===== src/rtl/uart_tx_pkg.sv =====
package uart_tx_pkg;

    localparam int DATA_W  = 9;
    localparam int FRAME_W = 1 + DATA_W + 1 + 2;
    localparam int NBITS_W = $clog2(FRAME_W + 1);

    typedef enum logic [1:0] {
        LEN_7   = 2'd0,
        LEN_8   = 2'd1,
        LEN_9   = 2'd2,
        LEN_RSV = 2'd3
    } len_code_e;

    typedef enum logic [1:0] {
        PAR_NONE = 2'd0,
        PAR_RSV  = 2'd1,
        PAR_EVEN = 2'd2,
        PAR_ODD  = 2'd3
    } par_code_e;

    typedef struct packed {
        len_code_e len;
        par_code_e parity;
        logic      two_stop;
    } frame_cfg_t;

    typedef struct packed {
        logic [FRAME_W-1:0] bits;   // bit 0 leaves first
        logic [NBITS_W-1:0] nbits;
    } frame_t;

    function automatic int data_count(len_code_e l);
        case (l)
            LEN_7:   return 7;
            LEN_9:   return 9;
            default: return 8;       // 8 and reserved
        endcase
    endfunction

    // Assemble start, data, optional parity and stop bits; unused tail stays high.
    function automatic frame_t build_frame(frame_cfg_t c, logic [DATA_W-1:0] d);
        frame_t f;
        int     n;
        int     pos;
        logic   odd_ones;
        n        = data_count(c.len);
        f.bits   = '1;
        f.bits[0] = 1'b0;
        odd_ones = 1'b0;
        for (int i = 0; i < DATA_W; i++) begin
            if (i < n) begin
                f.bits[1 + i] = d[i];
                odd_ones      = odd_ones ^ d[i];
            end
        end
        pos = 1 + n;
        if (c.parity == PAR_EVEN || c.parity == PAR_ODD) begin
            f.bits[pos] = (c.parity == PAR_ODD) ? ~odd_ones : odd_ones;
            pos = pos + 1;
        end
        pos     = pos + (c.two_stop ? 2 : 1);
        f.nbits = NBITS_W'(pos);
        return f;
    endfunction

endpackage


===== src/rtl/uart_tx_bitclk.sv =====
module uart_tx_bitclk #(
    parameter int OVERSAMPLE = 16
) (
    input  logic clk,
    input  logic clr,
    input  logic run,
    input  logic tick,
    output logic bit_done
);
    localparam int CNT_W = (OVERSAMPLE > 1) ? $clog2(OVERSAMPLE) : 1;
    localparam logic [CNT_W-1:0] LAST = CNT_W'(OVERSAMPLE - 1);

    logic [CNT_W-1:0] cnt;

    always_ff @(posedge clk) begin
        if (clr || !run) begin
            cnt <= '0;
        end else if (tick) begin
            cnt <= (cnt == LAST) ? '0 : cnt + 1'b1;
        end
    end

    assign bit_done = run && tick && (cnt == LAST);
endmodule


===== src/rtl/uart_tx_shifter.sv =====
module uart_tx_shifter
    import uart_tx_pkg::*;
(
    input  logic   clk,
    input  logic   clr,
    input  logic   load,
    input  frame_t frame,
    input  logic   advance,
    output logic   tx,
    output logic   busy
);
    logic [FRAME_W-1:0] sr;
    logic [NBITS_W-1:0] left;

    always_ff @(posedge clk) begin
        if (clr) begin
            sr   <= '1;
            left <= '0;
        end else if (load) begin
            sr   <= frame.bits;
            left <= frame.nbits;
        end else if (advance && left != '0) begin
            sr   <= {1'b1, sr[FRAME_W-1:1]};
            left <= left - 1'b1;
        end
    end

    assign tx   = sr[0];
    assign busy = (left != '0);
endmodule


===== src/rtl/uart_tx_route.sv =====
module uart_tx_route (
    input  logic loopback,
    input  logic cts_en,
    input  logic cts_in,
    input  logic rts_req,
    input  logic rx_pin,
    input  logic tx,
    output logic may_send,
    output logic rts_out,
    output logic rx_core
);
    logic cts_seen;

    assign rts_out  = rts_req;
    assign cts_seen = loopback ? rts_req : cts_in;
    assign may_send = !cts_en || cts_seen;
    assign rx_core  = loopback ? tx : rx_pin;
endmodule


===== src/rtl/uart_frame_tx.sv =====
module uart_frame_tx
    import uart_tx_pkg::*;
#(
    parameter int OVERSAMPLE = 16
) (
    input  logic              clk,
    input  logic              rst,
    input  logic              en,
    input  logic              baud_tick,
    input  logic [1:0]        cfg_len,
    input  logic [1:0]        cfg_parity,
    input  logic              cfg_two_stop,
    input  logic              cfg_cts_en,
    input  logic              cfg_loopback,
    input  logic              in_valid,
    input  logic [DATA_W-1:0] in_data,
    output logic              in_ready,
    output logic              tx_out,
    input  logic              cts_in,
    input  logic              rx_rts_req,
    output logic              rts_out,
    input  logic              rx_pin,
    output logic              rx_core
);
    logic       clr;
    logic       busy;
    logic       bit_done;
    logic       may_send;
    logic       accept;
    frame_cfg_t cfg;
    frame_t     frame;

    assign clr      = rst || !en;
    assign cfg      = '{len: len_code_e'(cfg_len), parity: par_code_e'(cfg_parity),
                        two_stop: cfg_two_stop};
    assign frame    = build_frame(cfg, in_data);
    assign in_ready = en && !busy && may_send;
    assign accept   = in_valid && in_ready;

    uart_tx_bitclk #(.OVERSAMPLE(OVERSAMPLE)) i_bitclk (
        .clk      (clk),
        .clr      (clr),
        .run      (busy),
        .tick     (baud_tick),
        .bit_done (bit_done)
    );

    uart_tx_shifter i_shifter (
        .clk     (clk),
        .clr     (clr),
        .load    (accept),
        .frame   (frame),
        .advance (bit_done),
        .tx      (tx_out),
        .busy    (busy)
    );

    uart_tx_route i_route (
        .loopback (cfg_loopback),
        .cts_en   (cfg_cts_en),
        .cts_in   (cts_in),
        .rts_req  (rx_rts_req),
        .rx_pin   (rx_pin),
        .tx       (tx_out),
        .may_send (may_send),
        .rts_out  (rts_out),
        .rx_core  (rx_core)
    );
endmodule


===== config.mk =====
export PLATFORM = sky130hd
export DESIGN_NAME = uart_frame_tx
export DESIGN_NICKNAME = d
export VERILOG_FILES = /design/src/rtl/uart_tx_pkg.sv /design/src/rtl/uart_tx_bitclk.sv /design/src/rtl/uart_tx_shifter.sv /design/src/rtl/uart_tx_route.sv /design/src/rtl/uart_frame_tx.sv
export SDC_FILE = /design/constraint.sdc
export NUM_CORES = 1
export LEC_CHECK = 0
export CORE_UTILIZATION = 40
export DETAILED_ROUTE_END_ITERATION = 10
export PLACE_DENSITY = 0.66
export SYNTH_ARGS = -nofsm -noshare
export SYNTH_HDL_FRONTEND = slang
export SYNTH_SLANG_ARGS = --single-unit

===== constraint.sdc =====
create_clock -name clk -period 4.2 [get_ports clk]
set_clock_uncertainty 0.1 [all_clocks]
set_input_delay 0.84 -clock clk [delete_from_list [all_inputs] [get_ports clk]]
set_output_delay 0.84 -clock clk [all_outputs]
set_load 0.03 [all_outputs]

Word-level counts from Yosys, hierarchy flattened:

Index checks and enable logic that the tools add are counted.

* bits in latches: 0
* register bits: 21
* bits in writable memories: 0
* word-level logic and storage cells: 82
* memory bits (read-only): 0
* memories: 0
* output and inout bits: 4

* bitwise gates (word level): 9
* add/sub/neg operators: 5
* shifts and indexed selects: 0
* reductions and logical operators: 17
* mux-type cells: 33
* equality and inequality tests: 4
* order comparisons: 11
* divide/modulo/power cells: 0
* $mul: 0

Operators by type and width (number)
* $lt 4x32->1 const A: 4
* $lt 3x32->1 const A: 2
* $mux 13: 3
* $lt 1x32->1 const A: 1
* $lt 2x32->1 const A: 1
* $lt 5x32->1 const A: 1
* $mux 1: 22
* $mux 4: 4
* $bwmux 13: 1
* $add 4x1->4 const B: 2
* $pmux 4 s2: 1
* $xor 1x1->1: 8
* $logic_and 1x1->1: 7
* $eq 2x2->1 const B: 3
* $add 1x4->5 const A: 1
* $ge 5x1->1 const B: 1
* $lt 5x5->1 const B: 1
* $add 4x3->4: 1
* $demux 1 s4: 1
* $eq 4x4->1 const B: 1
* $logic_or 1x1->1: 4
* $reduce_bool 4->1: 1
* $sub 4x1->4 const B: 1
* $logic_not 1->1: 3
* other kinds (4): 4

Logic depth before layout (Yosys ltp):

* depth in word-level cells: 25
* depth in mapped cells: 8

Hierarchy:

From an unflattened synthesis, not the netlist that was laid out.

* cells, all modules: 166
* area total of the unflattened synthesis: 1363.8 um2

Modules (own cells, without submodules)
* uart_tx_shifter: cells each 107, seq. area each 340.3 um2, area an instance 888.4 um2, instances 1
* uart_frame_tx: cells each 35, seq. area each 0.0 um2, area an instance 250.2 um2, instances 1
* uart_tx_bitclk: cells each 20, seq. area each 80.1 um2, area an instance 188.9 um2, instances 1
* uart_tx_route: cells each 4, seq. area each 0.0 um2, area an instance 36.3 um2, instances 1

Worst setup path before layout:

Ideal clock, no wire load.

* path type: input to output
* start: in cfg_loopback
* end: out in_ready
* slack: 1820 ps
* arrival time: 1440 ps
* buffers on the path: 0
* stages on the path: 3
* cell sequence: mux2i_1 > a21oi_1 > and2_1

* cells in the longest elaborated chain, start to end: 3

RTL lines
* start, declared: line uart_frame_tx.sv:14 `input logic cfg_loopback,`
* $mux 1: line uart_tx_route.sv:15 `assign cts_seen = loopback ? rts_req : cts_in;`
* $logic_or 1x1->1: line uart_tx_route.sv:16 `assign may_send = !cts_en || cts_seen;`
* $logic_and 1x1->1: line uart_frame_tx.sv:37 `assign in_ready = en && !busy && may_send;`
* end, declared: line uart_frame_tx.sv:17 `output logic in_ready,`

Every way passes these cells.

Final worst setup path:

Ends and elaborated chain as after synthesis.

==> impl_metrics.yaml <==
power:
  p_seq_share_pct: 50.2
  clock_power_share_pct: 22.5
  power.switching_mw: 0.107
  switching_share_pct: 25.9
  pwr_density_cell_mw_per_mm2: 275
  p_int_mw: 0.305
  p_comb_share_pct: 27.3
  p_leak_nw: 0.575
  peakVddDrop_uv: 262
logic_synthesis:
  synth.yosys.seq_area_share_pct: 35.3
  syn_area_mm2: 0.00119
  avgSynthCellArea_um2: 9.31
  ys_ff_latch: 21
  yosys_warnings: 0
  synthCells: 128
  ys_async_sr_fraction_pct: 0
  synth_ff_type: "dfxtp_1"
  synth.distinct_cells: 38
  syn-num-nets: 156
  synth_edf_count: 0
worst_setup_path:
  critPathLaunchType: "primary input"
  crit_type: "primary input to primary output"
  worstSetupStartpoint: "cfg_loopback"
  crit_fanout: 2
  cp-end-kind: "primary output"
  r2r_start: "i_shifter.left[0]"
  cp.required_ns: 3.26
  worst_ep_arrival_time_ns: 2.49
clock_network:
  ctsLongestPathBuffers: 2
  ctsResizeCount: 0
  cts_tree: "built"
  path_clk_slew_ns: 0.11
  cts_buffers: 3
  htreeDepth: 1
  cts.sinks: 21
  clk_latency_ns: 0.29
  cts_root_buf: "clkbuf_4"
  ctsHoldBuffers: 0
  post-cts-setup-buffers: 0
die:
  core_mm2: 0.00278
  dieWidth_um: 56.6
  initial_core_util_pct: 42.8
  io_pins: 28
  die_y_um: 56.6
  die_area_mm2: 0.00320
  fp-row-count: 19
grt:
  antenna_found_initial: 0
  grtUsageTotal_pct: 15.6
  grt_pass1_wl_um: 4020
  grt_overflow: 0
  grt_start_max_net_pins: 19
  grt_pass1_vias: 945
drt:
  vias_per_cell: 5.28
  drc: 0
  drtIter0Drc: 42
  postRouteAntennaNets: 0
  dr_total_vias: 982
  drt-total-wl_um: 2310
  post_drt_wl_per_cell_um: 12.4
  dr.pass1.iters: 4
cells_and_area:
  nFillCells: 276
  final_common_cell: "clkdlybuf4s50_1"
  drive_gt1_share_pct: 9.03
  diodes: 0
  mostFrequentLayoutCells: "clkdlybuf4s50_1, nand2_1, dfxtp_1, nor2_1, a221oi_1"
  areaGrowthSynthToFinish_pct: 25.8
  nets: 184
sta:
  finalSetupViolations: 0
  tightest_slew_ns: 0.561
  hold_viol: 0
  max_slew_margin_pct: 62.6
  maxSlewViolCount: 0
  final.setup.tns_ns: 0
  max_freq_ghz: 0.291
  min_period_ns: 3.43
  finalCritPeriodShare_pct: 81.8
  hold_ws_ns: 0.351
  rsz0062_at_grt: "false"
hold_path:
  holdCritStartpoint: "i_shifter.sr[6]"
  hold_class: "flop to flop"
place:
  gp_congestion: 0.741
  place_hpwl_um: 1740
  port_buffers: 27
run:
  cap_viol_max_count: 0
status:
  status: "finished, final reports clean"
-- final timing paths --
kind	to	slack [ns]	cells after the start
hold reg to reg	i_shifter.sr[6]	0.35	2
hold / removal	i_shifter.sr[6]	0.35	2
setup / recovery	in_ready	0.77	5
setup reg to reg	i_shifter.sr[8]	2.13	8
-- cell type report --
cell class | instances | area [µm²] | share of cell area (%)
flip-flops and latches | 21 | 420 | 28.0
multi-input cells | 98 | 717 | 47.8
well taps | 31 | 38.8 | 2.59
repair buffers | 29 | 285 | 19.0
inverters | 3 | 11.3 | 0.751
clock buffers | 4 | 26.3 | 1.75
-- synthesized netlist by cell type, types with 2 or more instances --
| cell type | number | share of area, % |
|---|---|---|
| mux2i_1 | 4 | 3.4 |
| xor2_1 | 6 | 4.4 |
| a221oi_1 | 8 | 5.9 |
| buf_6 | 2 | 1.9 |
| nand3_1 | 3 | 1.3 |
| xnor2_2 | 2 | 2.7 |
| mux2_2 | 3 | 2.8 |
| nor3_1 | 2 | 0.84 |
| o21ai_0 | 3 | 1.3 |
| a21oi_1 | 5 | 2.1 |
| xnor3_1 | 2 | 3.8 |
| nor2b_1 | 2 | 1.1 |
| nand2_1 | 23 | 7.2 |
| nor2_1 | 9 | 2.8 |
| clkbuf_1 | 2 | 0.63 |
| xnor2_1 | 6 | 4.4 |
| ha_1 | 3 | 3.2 |
| dfxtp_1 | 21 | 35 |
| inv_1 | 3 | 0.95 |
-- layer usage --
metal / track usage, % / share of wire [%] / up-vias
met2: 25.4 / 47 / 29
met1: 21.7 / 47 / 445
met4: 4.18 / 0.61 / 0
met5: 0 / 0 / -
li1: - / - / 506
met3: 2.07 / 5.0 / 2
-- cell families after synthesis --
kind of cell,after synthesis,share of synthesized area [%]
AND/OR/NAND/NOR,47,18.7
adder cells (fa/ha/maj),4,4.83
AO/OA/AOI/OAI,24,15.1
flip-flops,21,35.3
buffers and inverters,9,4.52
XOR/XNOR,16,15.3
multiplexers,7,6.20
-- power by group through the flow --
stage,clock (mW),combinational [mW],sequential [mW]
global placement,0,0.111,0.211
detailed placement,0,0.113,0.211
global route,0.104,0.123,0.208
CTS,0.0985,0.114,0.207
floorplan,0,0.0714,0.211
finish,0.0929,0.113,0.207
-- flip-flops by register name (all words and copies together) (netlist names) --
signal,flops
i_shifter.sr,13
i_bitclk.cnt,4
i_shifter.left,4
-- worst max-delay path, cell delays in order --
cell,delay [ns]
clkdlybuf4s50_1,0.50
mux2i_1,0.27
a21oi_1,0.12
and2_1,0.17
clkdlybuf4s50_1,0.59
-- per-stage QoR --
step           cell area [µm²]  total power [mW]  worst slack [ns]  cells  util [%]
6_report                  1500             0.412             0.766    186      53.9
3_3_place_gp              1470             0.323             0.806    182      52.9
2_1_floorplan             1190             0.283              1.82    128         -
4_1_cts                   1500             0.419             0.748    186      53.9
5_1_grt                   1500             0.434             0.667    186      53.9
3_5_place_dp              1470             0.324             0.768    182      52.9
(Power assumes the default switching activity.)
